===== src/rtl/tod_alarm_pkg.sv =====
// Shared constants and helpers for the time-of-day alarm.
// Assumes BCD fields of one byte each; nibble digits are not range-checked.
package tod_alarm_pkg;
    localparam int unsigned DW       = 8;
    localparam int unsigned N_FIELDS = 4;
    localparam int unsigned SEL_W    = $clog2(N_FIELDS);
    localparam int unsigned MASK_BIT = DW - 1;

    typedef enum logic [SEL_W-1:0] {
        FLD_SEC  = 2'd0,
        FLD_MIN  = 2'd1,
        FLD_HOUR = 2'd2,
        FLD_DATE = 2'd3
    } fld_e;

    // Decimal value of the low seven bits read as two BCD digits.
    function automatic int unsigned bcd7(input logic [DW-1:0] v);
        return int'(v[6:4]) * 10 + int'(v[3:0]);
    endfunction

    // Decimal value of the low six bits read as two BCD digits.
    function automatic int unsigned bcd6(input logic [DW-1:0] v);
        return int'(v[5:4]) * 10 + int'(v[3:0]);
    endfunction

    // Bits of a field that take part in the comparison.
    function automatic logic [DW-1:0] cmp_mask(input int unsigned kind);
        return (kind < 2) ? 8'h7F : 8'h3F;
    endfunction
endpackage


===== src/rtl/tod_alarm_fieldreg.sv =====
// One alarm byte with its write filter.
// KIND selects the range rule: 0/1 seconds/minutes, 2 hours, 3 date.
// Assumes wr_hit is already decoded for this field.
module tod_alarm_fieldreg
    import tod_alarm_pkg::*;
#(
    parameter int unsigned KIND = 0
) (
    input  logic          clk,
    input  logic          rst_n,
    input  logic          wr_hit,
    input  logic [DW-1:0] wr_data,
    output logic [DW-1:0] q
);
    logic accept;

    // Range check on the incoming byte for this field kind.
    always_comb begin
        case (KIND)
            0, 1:    accept = (bcd7(wr_data) <= 59);
            2:       accept = (bcd6(wr_data) <= 23);
            default: accept = (bcd6(wr_data) != 0);
        endcase
    end

    // Store the full byte when the write passes the filter.
    always_ff @(posedge clk) begin
        if (!rst_n)              q <= '0;
        else if (wr_hit && accept) q <= wr_data;
    end
endmodule


===== src/rtl/tod_alarm_match.sv =====
// Compares alarm bytes with the current time and decodes the repeat rate
// from the four mask flags. Purely combinational.
module tod_alarm_match
    import tod_alarm_pkg::*;
(
    input  logic [DW-1:0] alm [N_FIELDS],
    input  logic [DW-1:0] cur [N_FIELDS],
    output logic          hit
);
    logic [N_FIELDS-1:0] eq;
    logic [N_FIELDS-1:0] flag;

    for (genvar i = 0; i < N_FIELDS; i++) begin : g_cmp
        assign eq[i]   = (((alm[i] ^ cur[i]) & cmp_mask(i)) == '0);
        assign flag[i] = alm[i][MASK_BIT];
    end

    // Pick the fields that must agree from the flag pattern (date..sec).
    always_comb begin
        case (flag)
            4'b0000: hit = &eq;
            4'b1000: hit = eq[FLD_SEC] & eq[FLD_MIN] & eq[FLD_HOUR];
            4'b1100: hit = eq[FLD_SEC] & eq[FLD_MIN];
            4'b1110: hit = eq[FLD_SEC];
            default: hit = 1'b1;
        endcase
    end
endmodule


===== src/rtl/tod_alarm.sv =====
// Time-of-day alarm: four filtered alarm bytes, a repeat-rate match and a
// registered one-cycle interrupt. Assumes sec_tick is a single-cycle strobe
// and that the time inputs are stable around it.
module tod_alarm
    import tod_alarm_pkg::*;
(
    input  logic             clk,
    input  logic             rst_n,
    input  logic [SEL_W-1:0] reg_sel,
    input  logic             wr_en,
    input  logic [DW-1:0]    wr_data,
    output logic [DW-1:0]    rd_data,
    input  logic             sec_tick,
    input  logic [DW-1:0]    cur_sec,
    input  logic [DW-1:0]    cur_min,
    input  logic [DW-1:0]    cur_hour,
    input  logic [DW-1:0]    cur_date,
    output logic             alarm_irq
);
    logic [DW-1:0] fld_q [N_FIELDS];
    logic [DW-1:0] cur_v [N_FIELDS];
    logic          hit;

    assign cur_v[FLD_SEC]  = cur_sec;
    assign cur_v[FLD_MIN]  = cur_min;
    assign cur_v[FLD_HOUR] = cur_hour;
    assign cur_v[FLD_DATE] = cur_date;

    for (genvar i = 0; i < N_FIELDS; i++) begin : g_fld
        tod_alarm_fieldreg #(.KIND(i)) u_reg (
            .clk     (clk),
            .rst_n   (rst_n),
            .wr_hit  (wr_en && (reg_sel == SEL_W'(i))),
            .wr_data (wr_data),
            .q       (fld_q[i])
        );
    end

    tod_alarm_match u_match (
        .alm (fld_q),
        .cur (cur_v),
        .hit (hit)
    );

    // Read mux over the stored bytes.
    assign rd_data = fld_q[reg_sel];

    // One pulse per qualifying tick.
    always_ff @(posedge clk) begin
        if (!rst_n) alarm_irq <= 1'b0;
        else        alarm_irq <= sec_tick && hit;
    end
endmodule


===== config.mk =====
export PLATFORM = sky130hd
export DESIGN_NAME = tod_alarm
export DESIGN_NICKNAME = d
export VERILOG_FILES = /design/src/rtl/tod_alarm_pkg.sv /design/src/rtl/tod_alarm_fieldreg.sv /design/src/rtl/tod_alarm_match.sv /design/src/rtl/tod_alarm.sv
export SDC_FILE = /design/constraint.sdc
export NUM_CORES = 1
export LEC_CHECK = 0
export BUFFER_PORTS_ARGS = -buffer_cell sky130_fd_sc_hd__buf_4
export CORE_ASPECT_RATIO = 0.75
export CORE_UTILIZATION = 49
export DETAILED_ROUTE_END_ITERATION = 8
export GPL_TIMING_DRIVEN = 0
export PLACE_DENSITY = 0.72
export SLEW_MARGIN = 20
export SYNTH_ARGS = -nofsm -noshare
export SYNTH_HDL_FRONTEND = slang
export SYNTH_HIERARCHICAL = 1
export SYNTH_SLANG_ARGS = --single-unit

===== constraint.sdc =====
create_clock -name clk -period 2 [get_ports clk]
set_clock_uncertainty 0.2 [all_clocks]
set_input_delay 0.2 -clock clk [delete_from_list [all_inputs] [get_ports clk]]
set_output_delay 0.2 -clock clk [all_outputs]
set_load 0.02 [all_outputs]

Word level (Yosys, flattened, before mapping)
Index checks and enable logic that the tools add are counted.
- bits of input ports: 46
- output and inout port bits: 9
- flip-flop bits (word level): 33
- equal/unequal tests: 6
- $mul: 2
- bitwise logic cells: 7
- reductions and logical operators: 17
- muxes and demuxes: 4
- $add $sub $neg: 2
- magnitude comparators: 3
- operators with widths (cell ; number):
    $add 32x5->32 ; 2
    $le 32x5->1 const B ; 1
    $le 32x6->1 const B ; 1
    $logic_not 8->1 ; 4
    $reduce_bool 32->1 ; 1
    $bmux 8 s2 ; 1
    $mux 8 ; 2
    $xor 7x7->7 ; 2
    $eq 4x4->1 const B ; 3
    $xor 6x6->6 ; 2
    $logic_and 1x1->1 ; 9
    $mul 3x3->6 const B ; 1
    $mul 2x3->5 const B ; 1
    $eq 2x2->1 const B ; 2
    $logic_not 4->1 ; 1
    $pmux 1 s4 ; 1
    $reduce_and 4->1 ; 1
    $ge 3x3->1 const B ; 1
    $not 2->3 ; 1
    $and 1x1->1 ; 2
    $eq 2x1->1 const B ; 1
    $logic_not 2->1 ; 1

Longest topological paths before layout
- depth in word-level cells: 6
- depth in mapped cells: 8
- gate-level depth less buffers: 8

Cells and area by module
The synthesis kept the hierarchy.
- modules (own cells, without submodules) (module ; seq. area each (um2) ; area each (um2) ; instances ; cells an instance):
    tod_alarm_fieldreg (g_fld[0].u_reg ...) ; 160.2 ; 519.2 ; 2 ; 55
    tod_alarm_fieldreg (g_fld[2].u_reg) ; 160.2 ; 451.7 ; 1 ; 50
    tod_alarm_fieldreg (g_fld[3].u_reg) ; 160.2 ; 415.4 ; 1 ; 47
    tod_alarm_match ; 0.0 ; 325.3 ; 1 ; 41
    tod_alarm ; 20.0 ; 265.3 ; 1 ; 16

Worst setup path before layout
OpenSTA, ideal clock, no wires.
- kind: input to register
- start point: input port wr_data[4]
- end point: register g_fld[0].u_reg.q[0]
- cell stages on the path: 8
- path slack: -0.258 ns
- arrival time: 1.986 ns
- path buffers: 0
- library setup time: 0.072 ns
- data required time: 1.728 ns
- cell sequence: ha_1 ha_1 ha_1 and4b_1 a31oi_1 a21oi_1 a311oi_4 mux2i_1
- longest elaborated chain between the ends: 4
- ends and longest elaborated chain (element ; RTL line ; RTL):
    start: declaration ; tod_alarm.sv:11 ; input logic [DW-1:0] wr_data,
    $mul 3x3->6 ; -- ;
    $add 32x5->32 ; -- ;
    $le 32x6->1 ; -- ;
    $logic_and 1x1->1 ; tod_alarm_fieldreg.sv:29 ; else if (wr_hit && accept) q <= wr_data;
    end signal: assignment ; tod_alarm_fieldreg.sv:29 ;
    end: declaration ; tod_alarm_fieldreg.sv:13 ; output logic [DW-1:0] q
Every way passes these cells.
A chain may end at the register's enable or synchronous reset.

Worst setup path in the final report
- start point: input port wr_data[4]
- end point: register g_fld[0].u_reg.q[1]
Same word-level chain as after synthesis.

==> qor.yml <==
outcome:
  outcome: "finished, violations left"
  violations: "design-rule violations, negative hold slack"
drt:
  dr.pass1.iters: 6
  wl_per_cell_um: 16.3
  final_antenna_net_count: 0
  num_vias: 2170
  drc: 4
  viasPerCell: 5.55
  wl_um: 6390
  drtIter0Drc: 141
global_route:
  grt_pass1_vias: 2005
  grt_remaining_overflow: 0
  antenna_found_initial: 0
  grt_util_met2: 0.395
  grt_use_met3: 0.0452
  track_usage: 0.250
  grt_busiest_layer: "met2"
  grt_start_max_net_pins: 19
  grt_use_met1: 0.359
  grt_first_pass_wirelength_um: 10300
floorplan:
  ios: 55
  dieArea_mm2: 0.00539
  design.core.area_mm2: 0.00490
  row_count: 22
  initial_core_util: 0.509
  die_width_um: 84.4
  die_h_um: 63.8
critical_path:
  required_ns: 2.02
  cp-start-kind: "primary input"
  cp_common_cell: "ha_4"
  cp-end-kind: "register"
  timing.critical_path.arrival_ns: 1.97
  path_max_fanout: 8
  cp_slowest_stage_delay_ns: 0.30
  critical-path-slowest-cell: "a311oi_4"
  cp_top_family: "compound AO/OA/AOI/OAI gates"
  critical_path_class: "in2reg"
  critical_path_buf_inv_count: 2
  cp_cell_sequence: "buf_16, ha_4, ha_4, ha_4, and4b_1, a31oi_1, a21oi_2, a311oi_4, buf_12, mux2i_1"
finish:
  multiInputGateArea_mm2: 0.00188
  final_layout_size_suffix_gt1_frac: 0.287
  fin_nets: 398
  diodes: 0
  fillers: 386
  regArea_um2: 661
  finish.instance_area_mm2: 0.00334
  syn_to_final_growth_pct: 33.9
  fin_cells: 391
power_and_ir_drop:
  power.share.switching: 0.279
  power_switching_uw: 523
  seqPwrFrac: 0.379
  internal-power_uw: 1350
  pwr-share-comb: 0.269
  leakage_uw: 0.00145
  power.density_mw_per_mm2: 561
  clkPwrFrac: 0.352
  irDropWorstVdd_uv: 303
placement:
  portBuffers: 48
  gp_congestion: 0.846
  post_dp_cell_area_mm2: 0.00304
  post-place-ws_ns: -0.559
  hpwl_um: 4750
  post-place-cells: 372
timing:
  maxSlewHeadroom: 0.697
  fin_tns_setup_ns: 0
  layout_min_cycle_time_ns: 1.95
  tightest_slew_ns: 0.451
  max_freq_ghz: 0.512
  finalSetupViolations: 0
  drv_slew: 0
  rsz0062_at_grt: "true"
  hold_slack_ns: -0.00341
  hold_viol: 1
  fin_crit_sh: 0.977
  setup_ws_ns: 0.0458
cts:
  cts_num_sinks: 33
  clkSlewWorstSetupHoldPaths_ns: 0.07
  cts_max_level: 2
  clockBufferDepth: 2
  ctsRootBufferMaster: "clkbuf_8"
  numCtsBuffers: 5
  cts_tree: "done"
  clk_latency_ns: 0.29
yosys:
  synth_enable_flop_cells: 0
  syn-cell-area_mm2: 0.00250
  synth-seq-area-share: 0.265
  ys_warn_count: 6
  syn_area_per_cell_um2: 9.46
  async_reset_ff_frac: 0
  ys.flop_type: "dfxtp_1"
  synth_fp_nets: 332
  synth-seq-cells: 33
  syn_inst: 264
  synth_cell_type_count: 40
min_path:
  min_path_type: "in2reg"
run:
  maxCapViolations: 0
==> cell type report <==
cell class                      instances  share of cell area
Clock inverter                          1             0.00899
Multi-Input combinational cell        211               0.562
Buffer                                 11              0.0172
Sequential cell                        33               0.198
Timing Repair Buffer                   59               0.156
Clock buffer                            7              0.0258
Inverter                                9              0.0101
Tap cell                               60              0.0225
==> routing by layer <==
metal / share of wire / vias to the layer above
li1: - / 1065
met1: 0.49 / 1048
met2: 0.44 / 53
met3: 0.065 / 4
met4: 0.0047 / 0
met5: 0 / -
==> worst min-delay path, delay by kind of cell <==
| kind | cells | cell delay (ns) |
|---|---|---|
| buf+inv | 1 | 0.13 |
| mux | 1 | 0.05 |
| simple gates | 1 | 0.06 |
==> repair_timing <==
action | in CTS | in global routing
hold buffers | 2 | 0
buffers inserted | 2 | 7
pin swaps | 3 | 7
setup endpoints to repair | 17 | 24
endpoints found under the hold margin | 2 | 0
resized for setup | 4 | 10
==> final timing paths <==
check,start,endpoint,slack (ns),cells after the start
min reg2reg,g_fld[2].u_reg/q[6]$_SDFFE_PN0P_,g_fld[2].u_reg/q[6]$_SDFFE_PN0P_,0.29,2
max reg2reg,g_fld[1].u_reg/q[6]$_SDFFE_PN0P_,alarm_irq$_SDFF_PN0_,0.25,6
max,wr_data[4],g_fld[0].u_reg/q[1]$_SDFFE_PN0P_,0.05,10
min,wr_data[1],g_fld[2].u_reg/q[1]$_SDFFE_PN0P_,-0.003,3
==> cell families (layout without fill, tap and decap cells) <==
kind of cell	Yosys count	in the layout	share of synthesized area
AO/OA/AOI/OAI	24	24	0.0832
XOR/XNOR	28	28	0.0982
adder cells (fa/ha/maj)	22	22	0.122
buffers and inverters	20	87	0.0366
flip-flops	33	33	0.265
multiplexers	41	41	0.208
AND/OR/NAND/NOR	96	96	0.187
==> sequential cells by signal, summed over array words and instances, names as in the netlist <==
signal         cells
g_fld.u_reg/q     32
alarm_irq          1
==> Yosys cell counts (2+ instances only) <==
cell,n,area (um2)
nand2_1,64,240
dfxtp_1,33,661
mux2i_1,33,330
xor2_1,20,175
ha_1,18,225
inv_1,9,33.8
clkbuf_1,8,30.0
xnor2_1,8,70.1
nand3_1,7,35.0
mux4_2,6,135
a21oi_1,5,25.0
a21o_1,4,30.0
fa_1,4,80.1
a31oi_1,3,18.8
nand4b_1,3,26.3
nor4_1,3,18.8
a211o_1,2,17.5
a311oi_4,2,52.6
and3b_1,2,17.5
and3b_2,2,20.0
and4b_1,2,20.0
buf_6,2,22.5
mux4_1,2,52.6
nand4_1,2,12.5
nor3_1,2,10.0
nor3b_1,2,15.0
o21ai_0,2,10.0
o21ai_1,2,10.0
==> layout by cell type, fill, tap and decap left out, types with 3 or more instances in the layout <==
cell | netlist | layout
xor2_1 | 20 | 20
mux2i_1 | 33 | 33
a21oi_1 | 5 | 3
clkbuf_1 | 8 | 9
a21o_1 | 4 | 4
nand2_1 | 64 | 64
ha_1 | 18 | 8
ha_4 | 0 | 9
nand3_1 | 7 | 6
buf_12 | 0 | 4
nor4_1 | 3 | 3
nand4b_1 | 3 | 3
a31oi_1 | 3 | 3
inv_1 | 9 | 9
dfxtp_1 | 33 | 33
clkbuf_8 | 0 | 6
mux4_2 | 6 | 6
buf_4 | 0 | 51
xnor2_1 | 8 | 8
buf_6 | 2 | 3
==> stage by stage <==
| stage | total power (uW) | utilization |
|---|---|---|
| 6_report | 1880 | 0.682 |
| 5_1_grt | 1960 | 0.682 |
| 3_5_place_dp | 1190 | 0.620 |
| 3_3_place_gp | 1180 | 0.620 |
| 4_1_cts | 1860 | 0.659 |
| 2_1_floorplan | 1010 | - |
==> power by group through the flow <==
stage          sequential, uW  clock [uW]  combinational (uW)
3_3_place_gp              725           0                 451
6_report                  711         660                 505
5_1_grt                   715         686                 554
2_1_floorplan             715           0                 297
4_1_cts                   711         665                 480
3_5_place_dp              726           0                 461
Power figures use the tool's default switching activity.
